File: src/rtl/mgmt_pkg.sv
package mgmt_pkg;

  typedef enum logic [1:0] {
    ACC_RW  = 2'd0,
    ACC_WO  = 2'd1,
    ACC_W1C = 2'd2,
    ACC_RO  = 2'd3
  } acc_e;

  // host-side word indices
  localparam int IDX_SEL    = 0;
  localparam int IDX_CMD    = 1;
  localparam int IDX_WDATA  = 2;
  localparam int IDX_RESULT = 3;
  localparam int IDX_GEN0   = 4;

  // selector field placement
  localparam int SEL_PHY_LSB = 8;
  localparam int SEL_REG_LSB = 0;

  // PHY model register numbers and constants
  localparam int PHY_R_CTRL = 0;
  localparam int PHY_R_STAT = 1;
  localparam int PHY_R_RXOK = 10;
  localparam logic [15:0] RXOK_PATTERN = 16'h1800;
  localparam logic [15:0] CTRL_SELFCLR = 16'h8100;
  localparam int LINK_BIT = 2;

endpackage

File: src/rtl/mgmt_phy_stub.sv
module mgmt_phy_stub
  import mgmt_pkg::*;
#(
  parameter int PHY_DW = 16,
  parameter int REG_AW = 5
) (
  input  logic              clk,
  input  logic              rst,
  input  logic              link_down,
  input  logic              wr_stb,
  input  logic [REG_AW-1:0] wr_reg,
  input  logic [PHY_DW-1:0] wr_val,
  input  logic [REG_AW-1:0] rd_reg,
  output logic [PHY_DW-1:0] rd_val,
  output logic [PHY_DW-1:0] ctrl_out,
  output logic              link_out
);

  localparam logic [PHY_DW-1:0] KEEP_MASK = ~PHY_DW'(CTRL_SELFCLR);

  logic [PHY_DW-1:0] ctrl_q;
  logic              link_q;
  logic [PHY_DW-1:0] stat_word;

  always_ff @(posedge clk) begin
    if (rst) begin
      ctrl_q <= '0;
    end else if (wr_stb && wr_reg == REG_AW'(PHY_R_CTRL)) begin
      ctrl_q <= wr_val & KEEP_MASK;
    end
  end

  // link state sampled every clock, reset included
  always_ff @(posedge clk) begin
    link_q <= ~link_down;
  end

  always_comb begin
    stat_word           = '0;
    stat_word[LINK_BIT] = link_q;
  end

  always_comb begin
    if (rd_reg == REG_AW'(PHY_R_CTRL))      rd_val = ctrl_q;
    else if (rd_reg == REG_AW'(PHY_R_STAT)) rd_val = stat_word;
    else if (rd_reg == REG_AW'(PHY_R_RXOK)) rd_val = PHY_DW'(RXOK_PATTERN);
    else                                    rd_val = '0;
  end

  assign ctrl_out = ctrl_q;
  assign link_out = link_q;

endmodule

File: src/rtl/mgmt_gen_bank.sv
module mgmt_gen_bank
  import mgmt_pkg::*;
#(
  parameter int                    N_GEN   = 4,
  parameter int                    DATA_W  = 32,
  parameter logic [N_GEN*2-1:0]    GEN_ACC = 8'b11_10_01_00,
  parameter logic [N_GEN*DATA_W-1:0] GEN_RST = '0
) (
  input  logic                         clk,
  input  logic                         rst,
  input  logic [N_GEN-1:0]             wr_sel,
  input  logic [DATA_W-1:0]            wr_data,
  output logic [N_GEN-1:0][DATA_W-1:0] rd_vec
);

  for (genvar g = 0; g < N_GEN; g++) begin : g_reg
    localparam acc_e             KIND = acc_e'(GEN_ACC[2*g +: 2]);
    localparam logic [DATA_W-1:0] INIT = GEN_RST[DATA_W*g +: DATA_W];
    logic [DATA_W-1:0] q;

    if (KIND == ACC_RO) begin : g_ro
      assign q = INIT;
    end else if (KIND == ACC_W1C) begin : g_w1c
      always_ff @(posedge clk) begin
        if (rst)            q <= INIT;
        else if (wr_sel[g]) q <= q & ~wr_data;
      end
    end else begin : g_wr
      always_ff @(posedge clk) begin
        if (rst)            q <= INIT;
        else if (wr_sel[g]) q <= wr_data;
      end
    end

    if (KIND == ACC_WO) begin : g_hide
      assign rd_vec[g] = '0;
    end else begin : g_show
      assign rd_vec[g] = q;
    end
  end

endmodule

File: src/rtl/mgmt_phy_host.sv
module mgmt_phy_host
  import mgmt_pkg::*;
#(
  parameter int                      ADDR_W  = 4,
  parameter int                      DATA_W  = 32,
  parameter int                      PHY_DW  = 16,
  parameter int                      REG_AW  = 5,
  parameter int                      N_GEN   = 4,
  parameter logic [N_GEN*2-1:0]      GEN_ACC = 8'b11_10_01_00,
  parameter logic [N_GEN*DATA_W-1:0] GEN_RST = {32'hA5A5_0001, 32'h0000_FFFF, 32'h0, 32'h0}
) (
  input  logic              clk,
  input  logic              rst,
  input  logic              link_down,
  input  logic [ADDR_W-1:0] host_addr,
  input  logic              host_wr,
  input  logic [DATA_W-1:0] host_wdata,
  output logic [DATA_W-1:0] host_rdata
);

  localparam int MAP_END = IDX_GEN0 + N_GEN;

  logic [REG_AW-1:0] sel_phy_q;
  logic [REG_AW-1:0] sel_reg_q;
  logic [DATA_W-1:0] cmd_q;
  logic [PHY_DW-1:0] wdata_q;
  logic [PHY_DW-1:0] result_q;
  logic [DATA_W-1:0] rdata_q;

  logic hit_sel, hit_cmd, hit_wdata;
  logic read_go;
  logic [N_GEN-1:0] gen_sel;
  logic [N_GEN-1:0][DATA_W-1:0] gen_rd;
  logic [PHY_DW-1:0] phy_rd;
  logic [PHY_DW-1:0] phy_ctrl;
  logic              phy_link;
  logic [DATA_W-1:0] sel_word;
  logic [DATA_W-1:0] rd_next;

  assign hit_sel   = host_wr && host_addr == ADDR_W'(IDX_SEL);
  assign hit_cmd   = host_wr && host_addr == ADDR_W'(IDX_CMD);
  assign hit_wdata = host_wr && host_addr == ADDR_W'(IDX_WDATA);
  assign read_go   = hit_cmd && host_wdata[0] && !cmd_q[0];

  always_comb begin
    for (int i = 0; i < N_GEN; i++)
      gen_sel[i] = host_wr && host_addr == ADDR_W'(IDX_GEN0 + i);
  end

  mgmt_phy_stub #(
    .PHY_DW(PHY_DW),
    .REG_AW(REG_AW)
  ) u_phy (
    .clk      (clk),
    .rst      (rst),
    .link_down(link_down),
    .wr_stb   (hit_wdata),
    .wr_reg   (sel_reg_q),
    .wr_val   (host_wdata[PHY_DW-1:0]),
    .rd_reg   (sel_reg_q),
    .rd_val   (phy_rd),
    .ctrl_out (phy_ctrl),
    .link_out (phy_link)
  );

  mgmt_gen_bank #(
    .N_GEN  (N_GEN),
    .DATA_W (DATA_W),
    .GEN_ACC(GEN_ACC),
    .GEN_RST(GEN_RST)
  ) u_gen (
    .clk    (clk),
    .rst    (rst),
    .wr_sel (gen_sel),
    .wr_data(host_wdata),
    .rd_vec (gen_rd)
  );

  always_ff @(posedge clk) begin
    if (rst) begin
      sel_phy_q <= '0;
      sel_reg_q <= '0;
      cmd_q     <= '0;
      wdata_q   <= '0;
      result_q  <= '0;
    end else begin
      if (hit_sel) begin
        sel_phy_q <= host_wdata[SEL_PHY_LSB +: REG_AW];
        sel_reg_q <= host_wdata[SEL_REG_LSB +: REG_AW];
      end
      if (hit_cmd)   cmd_q    <= host_wdata;
      if (read_go)   result_q <= phy_rd;
      if (hit_wdata) wdata_q  <= host_wdata[PHY_DW-1:0];
    end
  end

  always_comb begin
    sel_word = '0;
    sel_word[SEL_PHY_LSB +: REG_AW] = sel_phy_q;
    sel_word[SEL_REG_LSB +: REG_AW] = sel_reg_q;
  end

  always_comb begin
    rd_next = '0;
    if (host_addr == ADDR_W'(IDX_SEL))         rd_next = sel_word;
    else if (host_addr == ADDR_W'(IDX_CMD))    rd_next = cmd_q;
    else if (host_addr == ADDR_W'(IDX_WDATA))  rd_next = DATA_W'(wdata_q);
    else if (host_addr == ADDR_W'(IDX_RESULT)) rd_next = DATA_W'(result_q);
    else begin
      for (int i = 0; i < N_GEN; i++)
        if (host_addr == ADDR_W'(IDX_GEN0 + i)) rd_next = gen_rd[i];
    end
  end

  always_ff @(posedge clk) begin
    if (rst) rdata_q <= '0;
    else     rdata_q <= rd_next;
  end

  assign host_rdata = rdata_q;

endmodule

File: config.mk
export PLATFORM = sky130hd
export DESIGN_NAME = mgmt_phy_host
export DESIGN_NICKNAME = d
export VERILOG_FILES = /design/src/rtl/mgmt_pkg.sv /design/src/rtl/mgmt_phy_stub.sv /design/src/rtl/mgmt_gen_bank.sv /design/src/rtl/mgmt_phy_host.sv
export SDC_FILE = /design/constraint.sdc
export NUM_CORES = 1
export LEC_CHECK = 0
export ABC_AREA = 0
export CAP_MARGIN = 25
export CORE_UTILIZATION = 55
export CTS_BUF_LIST = sky130_fd_sc_hd__clkbuf_4
export CTS_CLUSTER_DIAMETER = 150
export DETAILED_ROUTE_END_ITERATION = 8
export HOLD_SLACK_MARGIN = 0.12
export PLACE_DENSITY = 0.79
export REMOVE_ABC_BUFFERS = 1
export SETUP_SLACK_MARGIN = 0.4
export SYNTH_ARGS = -nofsm -noshare
export SYNTH_HDL_FRONTEND = slang
export SYNTH_SLANG_ARGS = --single-unit
File: constraint.sdc
create_clock -name clk -period 4.6 [get_ports clk]
set_input_delay 1.15 -clock clk [delete_from_list [all_inputs] [get_ports clk]]
set_output_delay 1.15 -clock clk [all_outputs]
set_load 0.01 [all_outputs]
# ---- After elaboration in Yosys (flattened, before gate mapping)
# Cells that the tools add are included.
dict set report word_totals {
  reg_bits 185
  in_bits 40
  output_inout_bits 32
  wordCells 46
}
dict set report op_classes {
  eq_ne 9
  muxes 11
  bitwise 3
  n_reduce_logical 12
}
# cell n
set op_table {}
lappend op_table {{$mux 32} 7}
lappend op_table {{$and 32x32->32} 1}
lappend op_table {{$mux 16} 2}
lappend op_table {{$not 32->32} 1}
lappend op_table {{$mux 13} 2}
lappend op_table {{$eq 4x3->1 const B} 4}
lappend op_table {{$eq 4x2->1 const B} 2}
lappend op_table {{$logic_and 1x1->1} 8}
lappend op_table {{$eq 5x1->1 const B} 1}
lappend op_table {{$eq 5x4->1 const B} 1}
lappend op_table {{$logic_not 5->1} 1}
lappend op_table {{$eq 4x1->1 const B} 1}
lappend op_table {{$logic_not 4->1} 1}
lappend op_table {{$reduce_or 2->1} 1}
lappend op_table {{$logic_not 1->1} 1}
lappend op_table {{$not 1->1} 1}

# ---- Logic depth before layout (Yosys ltp)
dict set report depth {
  word_depth 9
  mapped_depth 8
  mapped_depth_nobuf 4
}

# ---- Modules after synthesis
# A second synthesis with hierarchy kept.
dict set report hier_totals {
  hier_cells 990
  hier_area_um2 8792.2
}
# module instances cells_per_inst area_per_inst_um2 seq_area_each_um2
set by_module_without_submodules {}
lappend by_module_without_submodules {mgmt_phy_host 1 626 5225.0 2122.0}
lappend by_module_without_submodules {mgmt_gen_bank 1 272 2723.9 1281.2}
lappend by_module_without_submodules {mgmt_phy_stub 1 92 843.3 300.3}

# ---- Worst setup path after synthesis
# Ideal clock, no wire load.
dict set report synth_path {
  kind {in2reg}
  start {in host_addr[2]}
  end {reg rdata_q[10], in the netlist host_rdata[10]}
  setup_time_ps 86
  t_arrival_ps 2342
  t_required_ps 4514
  path_slack_ps 2173
  stages 7
  n_path_buf 3
  path_cell_list {buf_2 buf_2 or3b_1 buf_2 o22ai_1 o21ai_1 a211oi_1}
}
dict set report synth_between {
  elab_chain_cells 9
  word_cells_on_any_way 16
  classes_between {7 x eq/ne; 8 x mux; 1 x reduce/logical}
}
# item line
set synth_lines {}
lappend synth_lines {{start, declared} mgmt_phy_host.sv:15} ;# input logic [ADDR_W-1:0] host_addr,
lappend synth_lines {{$eq 4x3->1} mgmt_phy_host.sv:111} ;# if (host_addr == ADDR_W'(IDX_GEN0 + i)) rd_next = gen_rd[i];
lappend synth_lines {{$mux 32 (4 in a row)} mgmt_phy_host.sv:111}
lappend synth_lines {{$mux 32} mgmt_phy_host.sv:108} ;# else if (host_addr == ADDR_W'(IDX_RESULT)) rd_next = DATA_W'(result_q);
lappend synth_lines {{$mux 32} mgmt_phy_host.sv:107} ;# else if (host_addr == ADDR_W'(IDX_WDATA)) rd_next = DATA_W'(wdata_q);
lappend synth_lines {{$mux 32} mgmt_phy_host.sv:106} ;# else if (host_addr == ADDR_W'(IDX_CMD)) rd_next = cmd_q;
lappend synth_lines {{$mux 13 *} mgmt_phy_host.sv:105} ;# if (host_addr == ADDR_W'(IDX_SEL)) rd_next = sel_word;
lappend synth_lines {{end signal, assigned} mgmt_phy_host.sv:117} ;# else rdata_q <= rd_next;
lappend synth_lines {{end, declared} mgmt_phy_host.sv:28} ;# logic [DATA_W-1:0] rdata_q;
# Every way passes the cells marked *; elsewhere a longest branch is shown, timed or not.
# A chain may end at the register's enable or synchronous reset.

# ---- Worst setup path after layout
dict set report layout_path {
  start {in host_addr[0]}
  end {reg u_gen.g_reg[0].q[27]}
}
dict set report layout_between {
  elab_chain_cells 2
}
# item line
set layout_lines {}
lappend layout_lines {{$eq 4x3->1} mgmt_phy_host.sv:47} ;# gen_sel[i] = host_wr && host_addr == ADDR_W'(IDX_GEN0 + i);
lappend layout_lines {{$logic_and 1x1->1} mgmt_phy_host.sv:47}
lappend layout_lines {{end signal, assigned} mgmt_gen_bank.sv:31} ;# else if (wr_sel[g]) q <= wr_data;
lappend layout_lines {{end, declared} mgmt_gen_bank.sv:19} ;# logic [DATA_W-1:0] q;
# No other way between the ends.

==> impl_metrics.tcl <==
set metrics [dict create \
    r2r_start "sel_reg_q[4]" \
    clk_pin_slew_worst_paths_ns 0.14 \
    fmax_ghz 0.305 \
    cp-end-kind "register" \
    grt_use_total_pct 28.2 \
    postRouteAntennaNets 0 \
    numCtsBuffers 17 \
    power_w 0.00269 \
    cts_tree "built" \
    synth_cells 879 \
    finalClockSkew_ns 0.0132 \
    root_buffer "clkbuf_4" \
    clock_sinks 183 \
    io_pins 72 \
    dpl_worst_slack_ns 0.825 \
    fin_crit_ns 3.28 \
    area_growth_pct 13.9 \
    num_rows 41 \
    wire_per_inst_um 16.7 \
    drt_wl_total_um 18400 \
    gp_congestion 0.804 \
    total_leakage_power_nw 2.88 \
    grt_pass1_wl_um 29500 \
    cp_common_cell "nand2_1" \
    synthDistinctLibCells 39 \
    hold_path_class "register to register" \
    startpoint "host_addr[0]" \
    fin_ws_ns 1.32 \
    setup_tns_ns 0 \
    cts_max_level 4 \
    tightest_slew_ns 0.974 \
    rsz0062_at_grt "no" \
    fin_cells 1101 \
    avgSynthCellArea_um2 8.30 \
    die_area_mm2 0.0137 \
    synth_top_area_cell "dfxtp_1" \
    postCtsSetupRepairBufs 0 \
    vdd.ir_drop.worst_v 0.000262 \
    dr.pass1.iters 5 \
    hold_viol 0 \
    slew_violations 0 \
    cp.required_ns 5.02 \
    via_count 6382 \
    grt_pass1_vias 5919 \
    cts_resized 0 \
    die_h_um 117 \
    layout-drive-gt1-share_pct 6.25 \
    synthTopCellsByArea "dfxtp_1 (50%), nand2_1 (11%), a21oi_1 (8.7%), nor2b_1 (3.1%), mux2i_1 (3.0%)" \
    worstSetupPathType "input port to register" \
    synth.top_cell.area_share_pct 50.2 \
    synth_area_mm2 0.00729 \
    vias_per_cell 5.80 \
    grt-ovfl-total 0 \
    grt_max_degree 129 \
    yosysWarnings 0 \
    io_buffer_count 71 \
    antenna_found_initial 0 \
    finalSetupViolCount 0 \
    status "finished, final reports clean" \
    synth-seq-cells 183 \
    holdBufCountCts 0 \
    p_per_area_mw_per_mm2 324 \
    placed_cells 1070 \
    cp.arrival_ns 3.70 \
    slew_headroom_pct 35.0 \
    dieWidth_um 117 \
    clockBufferDepth 2 \
    hp-start "u_gen.g_reg[2].q[29]" \
    slowest_stage "clkdlybuf4s50_1" \
    period_share_pct 71.2 \
    maxCapViolCount 0 \
    startpoint_type "input port" \
    crit_chain "clkdlybuf4s50_1 -> nor4b_4 -> nand2_1 -> buf_4 -> nand2_1 -> a21oi_1" \
    worstHoldPathCells 2 \
    rr_worst_depth 4 \
    yosysSeqAreaShare_pct 50.2 \
    drtIter0Drc 608 \
    start_util_pct 57.1 \
    worstSkewPairLatency_ns 0.56 \
    cp_max_fo 21 \
    core-area_mm2 0.0128 \
    nets 957 \
    drc 0 \
    dpl.hpwl_um 11500 \
    worst_path_largest_cell_delay_ns 0.75 \
]
## cell families (layout without fill, tap and decap cells)
| logic type | count (synthesis) | in the layout | synth area share [%] |
|---|---|---|---|
| AO/OA/AOI/OAI | 244 | 244 | 19.8 |
| multiplexers | 26 | 26 | 3.64 |
| AND/OR/NAND/NOR | 349 | 349 | 21.7 |
| other | 0 | 1 | 0 |
| buffers and inverters | 77 | 126 | 4.56 |
| flip-flops | 183 | 183 | 50.2 |
## metal layers
metal / global-route usage (%) / vias up / wire, um
met1: 36.8 / 3055 / 8050
li1: - / 3068 / -
met5: 0 / - / 0
met4: 13.0 / 0 / 511
met2: 45.5 / 221 / 8730
met3: 4.99 / 38 / 1100
## cell type report
| type | instances | area, um2 |
|---|---|---|
| tap | 172 | 215 |
| clock inverter | 11 | 110 |
| timing repair buffer | 89 | 851 |
| fill | 1094 | 4470 |
| sequential | 183 | 3660 |
| clock buffer | 19 | 143 |
| inverter | 7 | 26.3 |
| antenna | 1 | 2.50 |
| multi-input combinational | 619 | 3300 |
## cells in the final DEF (no fill, tap or decap), drive strengths merged, types with 5 or more instances in the layout
| cell | Yosys | final |
|---|---|---|
| a21o | 18 | 18 |
| a22oi | 14 | 14 |
| inv | 7 | 7 |
| nand2b | 18 | 18 |
| nor2 | 35 | 35 |
| o221ai | 8 | 8 |
| mux2i | 22 | 22 |
| nand2 | 220 | 220 |
| o21a | 11 | 11 |
| o22ai | 19 | 19 |
| nor3 | 5 | 5 |
| dfxtp | 183 | 183 |
| nand3 | 15 | 15 |
| clkdlybuf4s50 | 0 | 69 |
| buf | 29 | 20 |
| clkinv | 0 | 9 |
| a21oi | 127 | 127 |
| a211oi | 10 | 10 |
| o21ai | 27 | 27 |
| a32oi | 8 | 8 |
| nor2b | 36 | 36 |
| clkbuf | 41 | 19 |
## registers in the layout, summed over array words and instances (netlist names)
signal          cells
u_phy.ctrl_out     14
u_gen.g.q          64
cmd_q              32
result_q           14
host_rdata         32
wdata_q            16
u_phy.link_out      1
sel_reg_q           5
sel_phy_q           5
## where the power goes
group | internal [W] | switching, W | leakage [nW]
sequential | 0.00161 | 0.00000918 | 1.48
clock | 0.000322 | 0.000523 | 0.147
combinational | 0.0000931 | 0.000141 | 1.25
## metrics by stage
stage                     hold WS, ns  util (%)  cell area, um2
after floorplan                 0.420         -            6990
after global placement          0.436      63.0            8050
after detailed placement        0.438      63.0            8050
after CTS                       0.462      65.0            8300
after global routing            0.471      65.0            8300
final                           0.459      65.0            8310
## worst max-delay path: cells and delay by family
family                 cells  cell delay [ns]
buffers and inverters      2             1.13
AO/OA/AOI/OAI              1             0.06
AND/OR/NAND/NOR            3             1.34
## synth_stat cells, drive strengths merged
| cell type | n |
|---|---|
| and4 | 2 |
| a211oi | 10 |
| o41ai | 1 |
| a21oi | 127 |
| o21a | 11 |
| mux2i | 22 |
| nor3b | 3 |
| a222oi | 1 |
| nand2 | 220 |
| or3b | 2 |
| o21ai | 27 |
| nand3 | 15 |
| a21o | 18 |
| nor4b | 2 |
| inv | 7 |
| nand2b | 18 |
| mux2 | 4 |
| clkbuf | 41 |
| dfxtp | 183 |
| o22ai | 19 |
| nor4 | 1 |
| and3b | 1 |
| and3 | 2 |
| and2 | 4 |
| nor2 | 35 |
| o221ai | 8 |
| a22oi | 14 |
| nand4 | 2 |
| nor2b | 36 |
| a32oi | 8 |
| or2 | 1 |
| nor3 | 5 |
| buf | 29 |
## path summary, 6_finish.rpt
path	endpoint	slack, ns
min reg2reg	u_gen.g_reg[2].q[29]	0.46
max reg2reg	u_phy.ctrl_out[11]	2.73
max	u_gen.g_reg[0].q[27]	1.32
min	u_gen.g_reg[2].q[29]	0.46
No activity file was read; power rests on OpenSTA's default activity.
